--- src/rtl/i2c_scl_pkg.sv ---
package i2c_scl_pkg;
  typedef enum logic [1:0] {
    PH_IDLE = 2'd0,
    PH_LOW  = 2'd1,
    PH_HIGH = 2'd2
  } scl_phase_e;
endpackage

--- src/rtl/i2c_scl_cfg.sv ---
// Holding registers: follow the inputs while disabled, frozen while enabled.
module i2c_scl_cfg #(
  parameter int PSC_W = 8,
  parameter int CNT_W = 8
) (
  input  logic             clk,
  input  logic             rst_n,
  input  logic             ctl_en,
  input  logic [PSC_W-1:0] psc_in,
  input  logic [CNT_W-1:0] low_in,
  input  logic [CNT_W-1:0] high_in,
  output logic [PSC_W-1:0] psc_q,
  output logic [CNT_W-1:0] low_q,
  output logic [CNT_W-1:0] high_q
);
  logic cap_en;
  assign cap_en = ~ctl_en;

  always_ff @(posedge clk or negedge rst_n) begin
    if (!rst_n) begin
      psc_q  <= '0;
      low_q  <= '0;
      high_q <= '0;
    end else if (cap_en) begin
      psc_q  <= psc_in;
      low_q  <= low_in;
      high_q <= high_in;
    end
  end
endmodule

--- src/rtl/i2c_scl_presc.sv ---
// Prescaler: one tick every (psc+1) cycles while counting, cleared otherwise.
module i2c_scl_presc #(
  parameter int PSC_W = 8
) (
  input  logic             clk,
  input  logic             rst_n,
  input  logic             cnt_en,
  input  logic [PSC_W-1:0] psc,
  output logic             tick
);
  logic [PSC_W-1:0] pcnt_q, pcnt_d;

  assign tick = cnt_en && (pcnt_q == psc);

  always_comb begin
    if (!cnt_en || tick) pcnt_d = '0;
    else                 pcnt_d = pcnt_q + 1'b1;
  end

  always_ff @(posedge clk or negedge rst_n) begin
    if (!rst_n) pcnt_q <= '0;
    else        pcnt_q <= pcnt_d;
  end
endmodule

--- src/rtl/i2c_scl_phase.sv ---
// Phase sequencer: idle / low / high with a tick down-counter and SDA strobes.
module i2c_scl_phase
  import i2c_scl_pkg::*;
#(
  parameter int CNT_W    = 8,
  parameter int LOW_OFS  = 7,
  parameter int HIGH_OFS = 5
) (
  input  logic             clk,
  input  logic             rst_n,
  input  logic             ctl_en,
  input  logic             clk_req,
  input  logic             tick,
  input  logic [CNT_W-1:0] low_set,
  input  logic [CNT_W-1:0] high_set,
  output logic             active,
  output logic             scl_o,
  output logic             sda_chg,
  output logic             sda_smp
);
  localparam int MAX_OFS = (LOW_OFS > HIGH_OFS) ? LOW_OFS : HIGH_OFS;
  localparam int PH_W    = $clog2((1 << CNT_W) + MAX_OFS);

  scl_phase_e      ph_q, ph_d;
  logic [PH_W-1:0] cnt_q, cnt_d;
  logic [PH_W-1:0] n_low, n_high, mid_low;
  logic            last_tick;

  assign n_low     = PH_W'(low_set) + PH_W'(LOW_OFS);
  assign n_high    = PH_W'(high_set) + PH_W'(HIGH_OFS);
  assign mid_low   = n_low >> 1;
  assign last_tick = tick && (cnt_q == '0);

  always_comb begin
    ph_d  = ph_q;
    cnt_d = cnt_q;
    if (!ctl_en) begin
      ph_d  = PH_IDLE;
      cnt_d = '0;
    end else begin
      unique case (ph_q)
        PH_IDLE: if (clk_req) begin
          ph_d  = PH_LOW;
          cnt_d = n_low - 1'b1;
        end
        PH_LOW: if (last_tick) begin
          ph_d  = PH_HIGH;
          cnt_d = n_high - 1'b1;
        end else if (tick) begin
          cnt_d = cnt_q - 1'b1;
        end
        PH_HIGH: if (last_tick) begin
          if (clk_req) begin
            ph_d  = PH_LOW;
            cnt_d = n_low - 1'b1;
          end else begin
            ph_d  = PH_IDLE;
            cnt_d = '0;
          end
        end else if (tick) begin
          cnt_d = cnt_q - 1'b1;
        end
        default: begin
          ph_d  = PH_IDLE;
          cnt_d = '0;
        end
      endcase
    end
  end

  always_ff @(posedge clk or negedge rst_n) begin
    if (!rst_n) begin
      ph_q  <= PH_IDLE;
      cnt_q <= '0;
    end else begin
      ph_q  <= ph_d;
      cnt_q <= cnt_d;
    end
  end

  assign active  = (ph_q != PH_IDLE);
  assign scl_o   = (ph_q != PH_LOW);
  assign sda_chg = tick && (ph_q == PH_LOW) && (cnt_q == mid_low);
  assign sda_smp = last_tick && (ph_q == PH_HIGH);
endmodule

--- src/rtl/i2c_scl_gen.sv ---
module i2c_scl_gen #(
  parameter int PSC_W    = 8,
  parameter int CNT_W    = 8,
  parameter int LOW_OFS  = 7,
  parameter int HIGH_OFS = 5,
  parameter int RST_SYNC = 2
) (
  input  logic             clk,
  input  logic             rst_n,
  input  logic             ctl_en,
  input  logic             clk_req,
  input  logic [PSC_W-1:0] psc_cfg,
  input  logic [CNT_W-1:0] low_cfg,
  input  logic [CNT_W-1:0] high_cfg,
  output logic             scl_o,
  output logic             sda_chg,
  output logic             sda_smp
);
  logic [RST_SYNC-1:0] rs_q;
  logic                rst_int_n;
  logic [PSC_W-1:0]    psc_h;
  logic [CNT_W-1:0]    low_h, high_h;
  logic                active, tick, presc_en;

  // asynchronous assertion, synchronous release
  always_ff @(posedge clk or negedge rst_n) begin
    if (!rst_n) rs_q <= '0;
    else        rs_q <= {rs_q[RST_SYNC-2:0], 1'b1};
  end
  assign rst_int_n = rs_q[RST_SYNC-1];

  i2c_scl_cfg #(.PSC_W(PSC_W), .CNT_W(CNT_W)) u_cfg (
    .clk(clk), .rst_n(rst_int_n), .ctl_en(ctl_en),
    .psc_in(psc_cfg), .low_in(low_cfg), .high_in(high_cfg),
    .psc_q(psc_h), .low_q(low_h), .high_q(high_h)
  );

  assign presc_en = ctl_en && active;

  i2c_scl_presc #(.PSC_W(PSC_W)) u_presc (
    .clk(clk), .rst_n(rst_int_n), .cnt_en(presc_en),
    .psc(psc_h), .tick(tick)
  );

  i2c_scl_phase #(.CNT_W(CNT_W), .LOW_OFS(LOW_OFS), .HIGH_OFS(HIGH_OFS)) u_phase (
    .clk(clk), .rst_n(rst_int_n), .ctl_en(ctl_en), .clk_req(clk_req),
    .tick(tick), .low_set(low_h), .high_set(high_h),
    .active(active), .scl_o(scl_o), .sda_chg(sda_chg), .sda_smp(sda_smp)
  );
endmodule

--- config.mk ---
export PLATFORM = sky130hd
export DESIGN_NAME = i2c_scl_gen
export DESIGN_NICKNAME = d
export VERILOG_FILES = /design/src/rtl/i2c_scl_pkg.sv /design/src/rtl/i2c_scl_cfg.sv /design/src/rtl/i2c_scl_presc.sv /design/src/rtl/i2c_scl_phase.sv /design/src/rtl/i2c_scl_gen.sv
export SDC_FILE = /design/constraint.sdc
export NUM_CORES = 1
export LEC_CHECK = 0
export ABC_AREA = 1
export CORE_MARGIN = 2
export CORE_UTILIZATION = 57
export CTS_CLUSTER_DIAMETER = 30
export DETAILED_ROUTE_END_ITERATION = 10
export PLACE_DENSITY = 0.87
export SLEW_MARGIN = 20
export SYNTH_ARGS = -nofsm -noshare
export SYNTH_HDL_FRONTEND = slang
export SYNTH_HIERARCHICAL = 1
export SYNTH_SLANG_ARGS = --single-unit
--- constraint.sdc ---
create_clock -name clk -period 2.6 [get_ports clk]
set_clock_uncertainty 0.2 [all_clocks]
set_input_delay 0.52 -clock clk [delete_from_list [all_inputs] [get_ports clk]]
set_output_delay 0.52 -clock clk [all_outputs]
set_load 0.05 [all_outputs]
* Word-level counts from Yosys, hierarchy flattened
Cells that the tools add are included.
Word-level totals: register bits 45, latch bits 0, RAM bits 0, memory bits (read-only) 0, bits of input ports 28, word-level logic and storage cells 47, memories kept 0
Cells by class: $add $sub $neg 6, $mul 0, divide/modulo/power cells 0, order comparisons 0, equality and inequality tests 8, shift-type cells 0, multiplexer cells 14, bitwise operators 0, reductions and logical operators 12
Operators by type and width (count):
- 2-to-1 mux 9 bit | 6
- one-hot mux 9 bit (3 select lines) | 1
- subtractor 9 x 1 -> 9 bit, second input constant | 3
- adder 8 x 3 -> 9 bit, second input constant | 2
- equality test 9 x 8 -> 1 bit | 1
- logical NOT 9 bit | 1
- adder 8 x 1 -> 8 bit, second input constant | 1
- equality test 8 bit | 1
- 2-to-1 mux 2 bit | 4
- 2-to-1 mux 8 bit | 1
- logical AND 1 bit | 6
- inequality test 3 x 2 -> 1 bit, second input constant | 2
- one-hot mux 2 bit (3 select lines) | 1
- inequality test 3 bit, second input constant | 1
- AND reduction 3 bit | 1
- equality test 2 x 1 -> 1 bit, second input constant | 1
- equality test 2 bit, second input constant | 1
- logical NOT 2 bit | 1
- inequality test 2 x 1 -> 1 bit, second input constant | 1
- nonzero test 2 bit | 1
- logical NOT 1 bit | 1
- logical OR 1 bit | 1
- 2-to-1 mux 1 bit | 1

* Depth between registers and ports, before layout
depth after elaboration 7, gate-level depth with buffers 18, gate-level depth less buffers 17

* Modules after synthesis
Netlist, hierarchy kept.
Modules (own cells, without submodules):
- i2c_scl_phase | times used 1, cells each 231, area an instance 1383.8 um^2
- i2c_scl_cfg | times used 1, cells each 102, area an instance 974.7 um^2
- i2c_scl_presc | times used 1, cells each 71, area an instance 514.2 um^2
- i2c_scl_gen | times used 1, cells each 5, area an instance 61.3 um^2

* Worst setup path after synthesis
OpenSTA, ideal clock, no wires.
path kind register to output, start point reg u_presc.pcnt_q[5], end point out sda_chg, arrival time 2.145 ns, path slack -0.265 ns, cell stages (with the launch flop) 15, path buffers 1, cell sequence dfrtp_1 -> inv_1 -> nand2_1 -> nand2_1 -> nand2_1 -> nor2_1 -> nand2_2 -> nor2_1 -> buf_4 -> nand4_1 -> nor3_1 -> nand3_1 -> a21oi_1 -> nand2_1 -> nor2_1
Between the ends: longest elaborated chain between the ends 4
RTL lines:
- start, declared | RTL line i2c_scl_presc.sv:11 | logic [PSC_W-1:0] pcnt_q, pcnt_d;
- start signal, assigned | RTL line i2c_scl_presc.sv:22 | else pcnt_q <= pcnt_d;
- equality test 8 bit | RTL line i2c_scl_presc.sv:13 | assign tick = cnt_en && (pcnt_q == psc);
- logical AND 1 bit | RTL line i2c_scl_presc.sv:13
- named net tick | RTL line i2c_scl_gen.sv:23 | logic active, tick, presc_en;
- logical AND 1 bit (2 in a row) | RTL line i2c_scl_phase.sv:83 | assign sda_chg = tick && (ph_q == PH_LOW) && (cnt_q == mid_low);
- end, declared | RTL line i2c_scl_gen.sv:16 | output logic sda_chg,
The timed path passes the listed nets, and every way through them passes these cells.

* Worst setup path after layout
start point reg u_presc.pcnt_q[7], end point out sda_chg
The elaborated chain is that of the path after synthesis.

==> impl_metrics.prom <==
# TYPE chip_impl_metric gauge
chip_impl_info{name="failing_checks",value="setup timing"} 1
chip_impl_metric{name="ys_types",unit=""} 32
chip_impl_metric{name="power.density",unit="mW/mm^2"} 565
chip_impl_metric{name="hold_violations",unit=""} 0
chip_impl_metric{name="io_buffers",unit=""} 30
chip_impl_metric{name="netSwitchingFraction",unit="%"} 39.8
chip_impl_info{name="setup.worst_path.start_class",value="register"} 1
chip_impl_metric{name="vias",unit=""} 2895
chip_impl_metric{name="syn-instance-count",unit=""} 409
chip_impl_metric{name="reg2reg_slack",unit="ns"} 0.03
chip_impl_metric{name="synthesis.nets",unit=""} 442
chip_impl_metric{name="power.ir.vdd_worst",unit="mV"} 0.438
chip_impl_metric{name="post-dp-hpwl",unit="um"} 5250
chip_impl_metric{name="leakage",unit="nW"} 1.89
chip_impl_metric{name="core_region_area",unit="sq mm"} 0.00504
chip_impl_info{name="post-synth-top-area-cell",value="sky130_fd_sc_hd__dfrtp_1"} 1
chip_impl_info{name="setup.worst_path.end",value="sda_chg"} 1
chip_impl_metric{name="grt_first_pass_wirelength",unit="um"} 12600
chip_impl_info{name="post-synth-top-count-cell",value="sky130_fd_sc_hd__nand2_1"} 1
chip_impl_metric{name="tightest_slew",unit="ns"} 0.556
chip_impl_info{name="cpMostUsedCell",value="sky130_fd_sc_hd__nand2_1"} 1
chip_impl_info{name="ctsRootBufferMaster",value="sky130_fd_sc_hd__clkbuf_8"} 1
chip_impl_metric{name="finalHoldWorstSlack",unit="ns"} 0.136
chip_impl_metric{name="design_area",unit="sq mm"} 0.00376
chip_impl_info{name="run_status",value="finished, violations left"} 1
chip_impl_metric{name="synth-warning-count",unit=""} 6
chip_impl_metric{name="cts_buffers",unit=""} 5
chip_impl_metric{name="route.detailed.wl_per_inst",unit="um"} 14.0
chip_impl_metric{name="chipWidth",unit="um"} 75.7
chip_impl_info{name="clock_tree_from_tritoncts",value="yes"} 1
chip_impl_metric{name="timing_max_transition_violations_final",unit=""} 0
chip_impl_info{name="family_with_the_most_delay_on_the_worst_path",value="simple AND/OR/NAND/NOR gates"} 1
chip_impl_metric{name="start_util",unit="%"} 58.2
chip_impl_metric{name="async_reset_ff_share",unit="%"} 100
chip_impl_metric{name="finalNetCount",unit=""} 513
chip_impl_info{name="synth-main-ff-cell",value="sky130_fd_sc_hd__dfrtp_1"} 1
chip_impl_metric{name="switching_power",unit="uW"} 844
chip_impl_metric{name="synth_compound_area_share",unit="%"} 4.56
chip_impl_metric{name="worstSetupPathDepth",unit=""} 14
chip_impl_metric{name="final_layout_size_suffix_gt1_share",unit="%"} 20.0
chip_impl_metric{name="number_of_synthesized_flops_with_an_enable_pin",unit=""} 0
chip_impl_info{name="critPathSlowestCell",value="sky130_fd_sc_hd__dfrtp_1"} 1
chip_impl_info{name="worst_r2r_endpoint",value="u_phase/cnt_q[7]$_DFFE_PN0P_"} 1
chip_impl_metric{name="maxSlewHeadroom",unit="%"} 63.0
chip_impl_metric{name="fin_tns_setup",unit="ns"} -0.568
chip_impl_info{name="rsz_0062_raised_after_global_routing",value="yes"} 1
chip_impl_info{name="end_kind",value="output pin"} 1
chip_impl_metric{name="htree_levels",unit=""} 2
chip_impl_metric{name="drc",unit=""} 0
chip_impl_metric{name="area.sequential",unit="sq mm"} 0.00113
chip_impl_metric{name="grt.overflow.total",unit=""} 0
chip_impl_metric{name="final_antenna_net_count",unit=""} 0
chip_impl_metric{name="dp_slack",unit="ns"} -0.298
chip_impl_metric{name="share_comb_of_total_power",unit="%"} 38.2
chip_impl_metric{name="post_synth_and_or_nand_nor_area_fraction",unit="%"} 37.8
chip_impl_metric{name="path_max_fanout",unit=""} 2
chip_impl_metric{name="antenna-diode-count",unit=""} 0
chip_impl_metric{name="layout-area-overhead-vs-synth",unit="%"} 28.1
chip_impl_metric{name="avgViaCountPerCell",unit=""} 5.25
chip_impl_metric{name="synthXorXnorAreaFrac",unit="%"} 8.06
chip_impl_metric{name="drv.max_cap_violation_count",unit=""} 0
chip_impl_metric{name="fp-row-count",unit=""} 26
chip_impl_metric{name="final.period_utilization",unit="%"} 113
chip_impl_metric{name="post_layout_minimum_cycle_time",unit="ns"} 2.95
chip_impl_metric{name="postLayoutSetupSlackWorst",unit="ns"} -0.349
chip_impl_metric{name="starting_drt_drc_count",unit=""} 236
chip_impl_metric{name="multi_input_area",unit="sq mm"} 0.00163
chip_impl_info{name="timing.rr.start",value="u_presc/pcnt_q[7]$_DFF_PN0_"} 1
chip_impl_metric{name="max-clock-path-buffers",unit=""} 2
chip_impl_metric{name="die_h",unit="um"} 75.7
chip_impl_metric{name="synth.top_cell.area_share",unit="%"} 38.4
chip_impl_metric{name="final_layout_fill_cell_count",unit=""} 363
chip_impl_metric{name="worstPathArrival",unit="ns"} 2.23
chip_impl_metric{name="synth_mux_area_share",unit="%"} 0
chip_impl_metric{name="crit_buf_inv",unit=""} 2
chip_impl_metric{name="worst_r2r_path_depth",unit=""} 19
chip_impl_metric{name="drt-total-wl",unit="um"} 7690
chip_impl_info{name="most_used_standard_cells_in_the_synthesized_netlist",value="sky130_fd_sc_hd__nand2_1, sky130_fd_sc_hd__dfrtp_1, sky130_fd_sc_hd__inv_1, sky130_fd_sc_hd__nor2_1, sky130_fd_sc_hd__nand3_1"} 1
chip_impl_metric{name="final_util",unit="%"} 74.5
chip_impl_metric{name="cts_num_sinks",unit=""} 45
chip_impl_metric{name="worst_setup_hold_path_clk_slew",unit="ns"} 0.08
chip_impl_info{name="timing.critical_path.cells",value="inv_1, nand2_1, nand2_1, nand2_1, nor2_2, nand2_2, nor2_4, nand4_1, nor3_2, nand3_1, a21oi_2, nand2_1, nor2_2, buf_12"} 1
chip_impl_metric{name="largest_net_degree_at_the_start_of_global_routing",unit=""} 44
chip_impl_metric{name="antenna_found_initial",unit=""} 0
chip_impl_metric{name="p_int",unit="mW"} 1.28
chip_impl_metric{name="dr.pass1.iters",unit=""} 5
chip_impl_metric{name="first_global_vias",unit=""} 2915
chip_impl_metric{name="total_power",unit="mW"} 2.12
chip_impl_info{name="hp-class",value="register to async pin"} 1
chip_impl_metric{name="design.portCount",unit=""} 31
chip_impl_metric{name="die_area",unit="sq mm"} 0.00574
chip_impl_metric{name="area_share_of_fa_ha_maj_cells_after_synthesis",unit="%"} 2.13
chip_impl_metric{name="instances_no_fill",unit=""} 551
chip_impl_metric{name="power.share.sequential",unit="%"} 41.7
chip_impl_info{name="worstSetupPathType",value="register to output pin"} 1
chip_impl_metric{name="place_area",unit="sq mm"} 0.00341
chip_impl_metric{name="postSynthRegisterBits",unit=""} 45
chip_impl_metric{name="groute.usage.overall",unit="%"} 29.1
chip_impl_info{name="worst_setup_path_startpoint",value="u_presc/pcnt_q[7]$_DFF_PN0_"} 1
chip_impl_metric{name="largest_stage_delay_on_the_critical_path",unit="ns"} 0.39
chip_impl_metric{name="post_synthesis_cell_area",unit="sq mm"} 0.00293
chip_impl_metric{name="dp.cells",unit=""} 522
chip_impl_metric{name="insertion_delay",unit="ns"} 0.30
chip_impl_info{name="post_synth_main_area_contributors",value="sky130_fd_sc_hd__dfrtp_1, sky130_fd_sc_hd__nand2_1, sky130_fd_sc_hd__xor2_1"} 1
chip_impl_info{name="combinational_family_with_the_most_area_after_synthesis",value="simple AND/OR/NAND/NOR gates"} 1
chip_impl_metric{name="p_clk_share",unit="%"} 20.1
chip_impl_metric{name="required",unit="ns"} 1.88
chip_impl_metric{name="final_wtd_congestion",unit=""} 0.928
chip_impl_metric{name="synth.yosys.seq_area_share",unit="%"} 38.4
chip_impl_metric{name="setup-violations-final",unit=""} 2
chip_impl_metric{name="max_freq",unit="MHz"} 339
chip_impl_metric{name="synth_area_per_cell",unit="sq um"} 7.17
## worst reg2reg max path: cells and delay by family (launching register included)
| family | cells | cell delay, ns |
|---|---|---|
| AND/OR/NAND/NOR | 15 | 1.45 |
| flip-flops | 1 | 0.39 |
| buffers and inverters | 4 | 0.45 |
## flip-flops by register name, indices dropped and copies added, names as in the netlist
| signal | flops |
|---|---|
| u_cfg/psc_q | 8 |
| u_phase/cnt_q | 9 |
| u_cfg/high_q | 8 |
| u_phase/ph_q | 2 |
| u_presc/pcnt_q | 8 |
| u_cfg/low_q | 8 |
| rs_q | 2 |
## power groups by stage
stage	registers (mW)	clock network (mW)	logic, mW
after floorplan	0.881	0	0.506
after global placement	0.889	0	0.715
after detailed placement	0.896	0	0.748
after CTS	0.882	0.432	0.772
after global routing	0.895	0.464	0.898
final	0.885	0.427	0.811
## worst min path at each step
stage | start | end | slack [ns] | cells after the start
2_1_floorplan | rst_n | rs_q[0]$_DFF_PN0_ | 0.02 | 0
3_3_place_gp | rs_q[1]$_DFF_PN0_ | u_cfg/low_q[1]$_DFFE_PN0N_ | 0.13 | 1
3_5_place_dp | rs_q[1]$_DFF_PN0_ | u_cfg/psc_q[7]$_DFFE_PN0N_ | 0.15 | 1
4_1_cts | rs_q[1]$_DFF_PN0_ | u_cfg/psc_q[4]$_DFFE_PN0N_ | 0.16 | 1
5_1_grt | rst_n | rs_q[0]$_DFF_PN0_ | 0.18 | 1
6_report | rs_q[1]$_DFF_PN0_ | u_cfg/low_q[2]$_DFFE_PN0N_ | 0.14 | 1
## routing by layer
metal	routed length, um	global-route usage (%)
met3	431	4.50
met2	3960	53.8
met5	0	0
met4	199	10.9
met1	3100	33.6
## layout make-up
class	count	area share, %
Sequential cell	45	30.0
Clock buffer	7	2.03
Inverter	48	5.06
Timing Repair Buffer	70	17.0
Clock inverter	1	0.200
Tap cell	70	2.33
Multi-Input combinational cell	310	43.4
## kinds of logic after synthesis
| logic type | after synthesis |
|---|---|
| compound gates | 24 |
| xor+xnor | 27 |
| fa+ha+maj | 5 |
| buf+inv | 54 |
| flops | 45 |
| other cells | 1 |
| simple gates | 253 |
## placed cells by master (no fill, tap or decap), drive strengths merged, types with 13 or more instances in the layout
master / netlist / routed
inv: 48 / 48
nand2: 172 / 172
o21ai: 13 / 13
nand3: 22 / 22
xor2: 19 / 19
buf: 5 / 43
clkdlybuf4s50: 0 / 26
dfrtp: 45 / 45
nor2: 46 / 46
## timing repair
action / 4_1_cts / 5_1_grt
pin swaps: 7 / 14
buffers inserted: 17 / 9
setup endpoints to repair: 2 / 12
resized for setup: 19 / 13
hold buffers: 0 / 0
(Power assumes the default switching activity.)
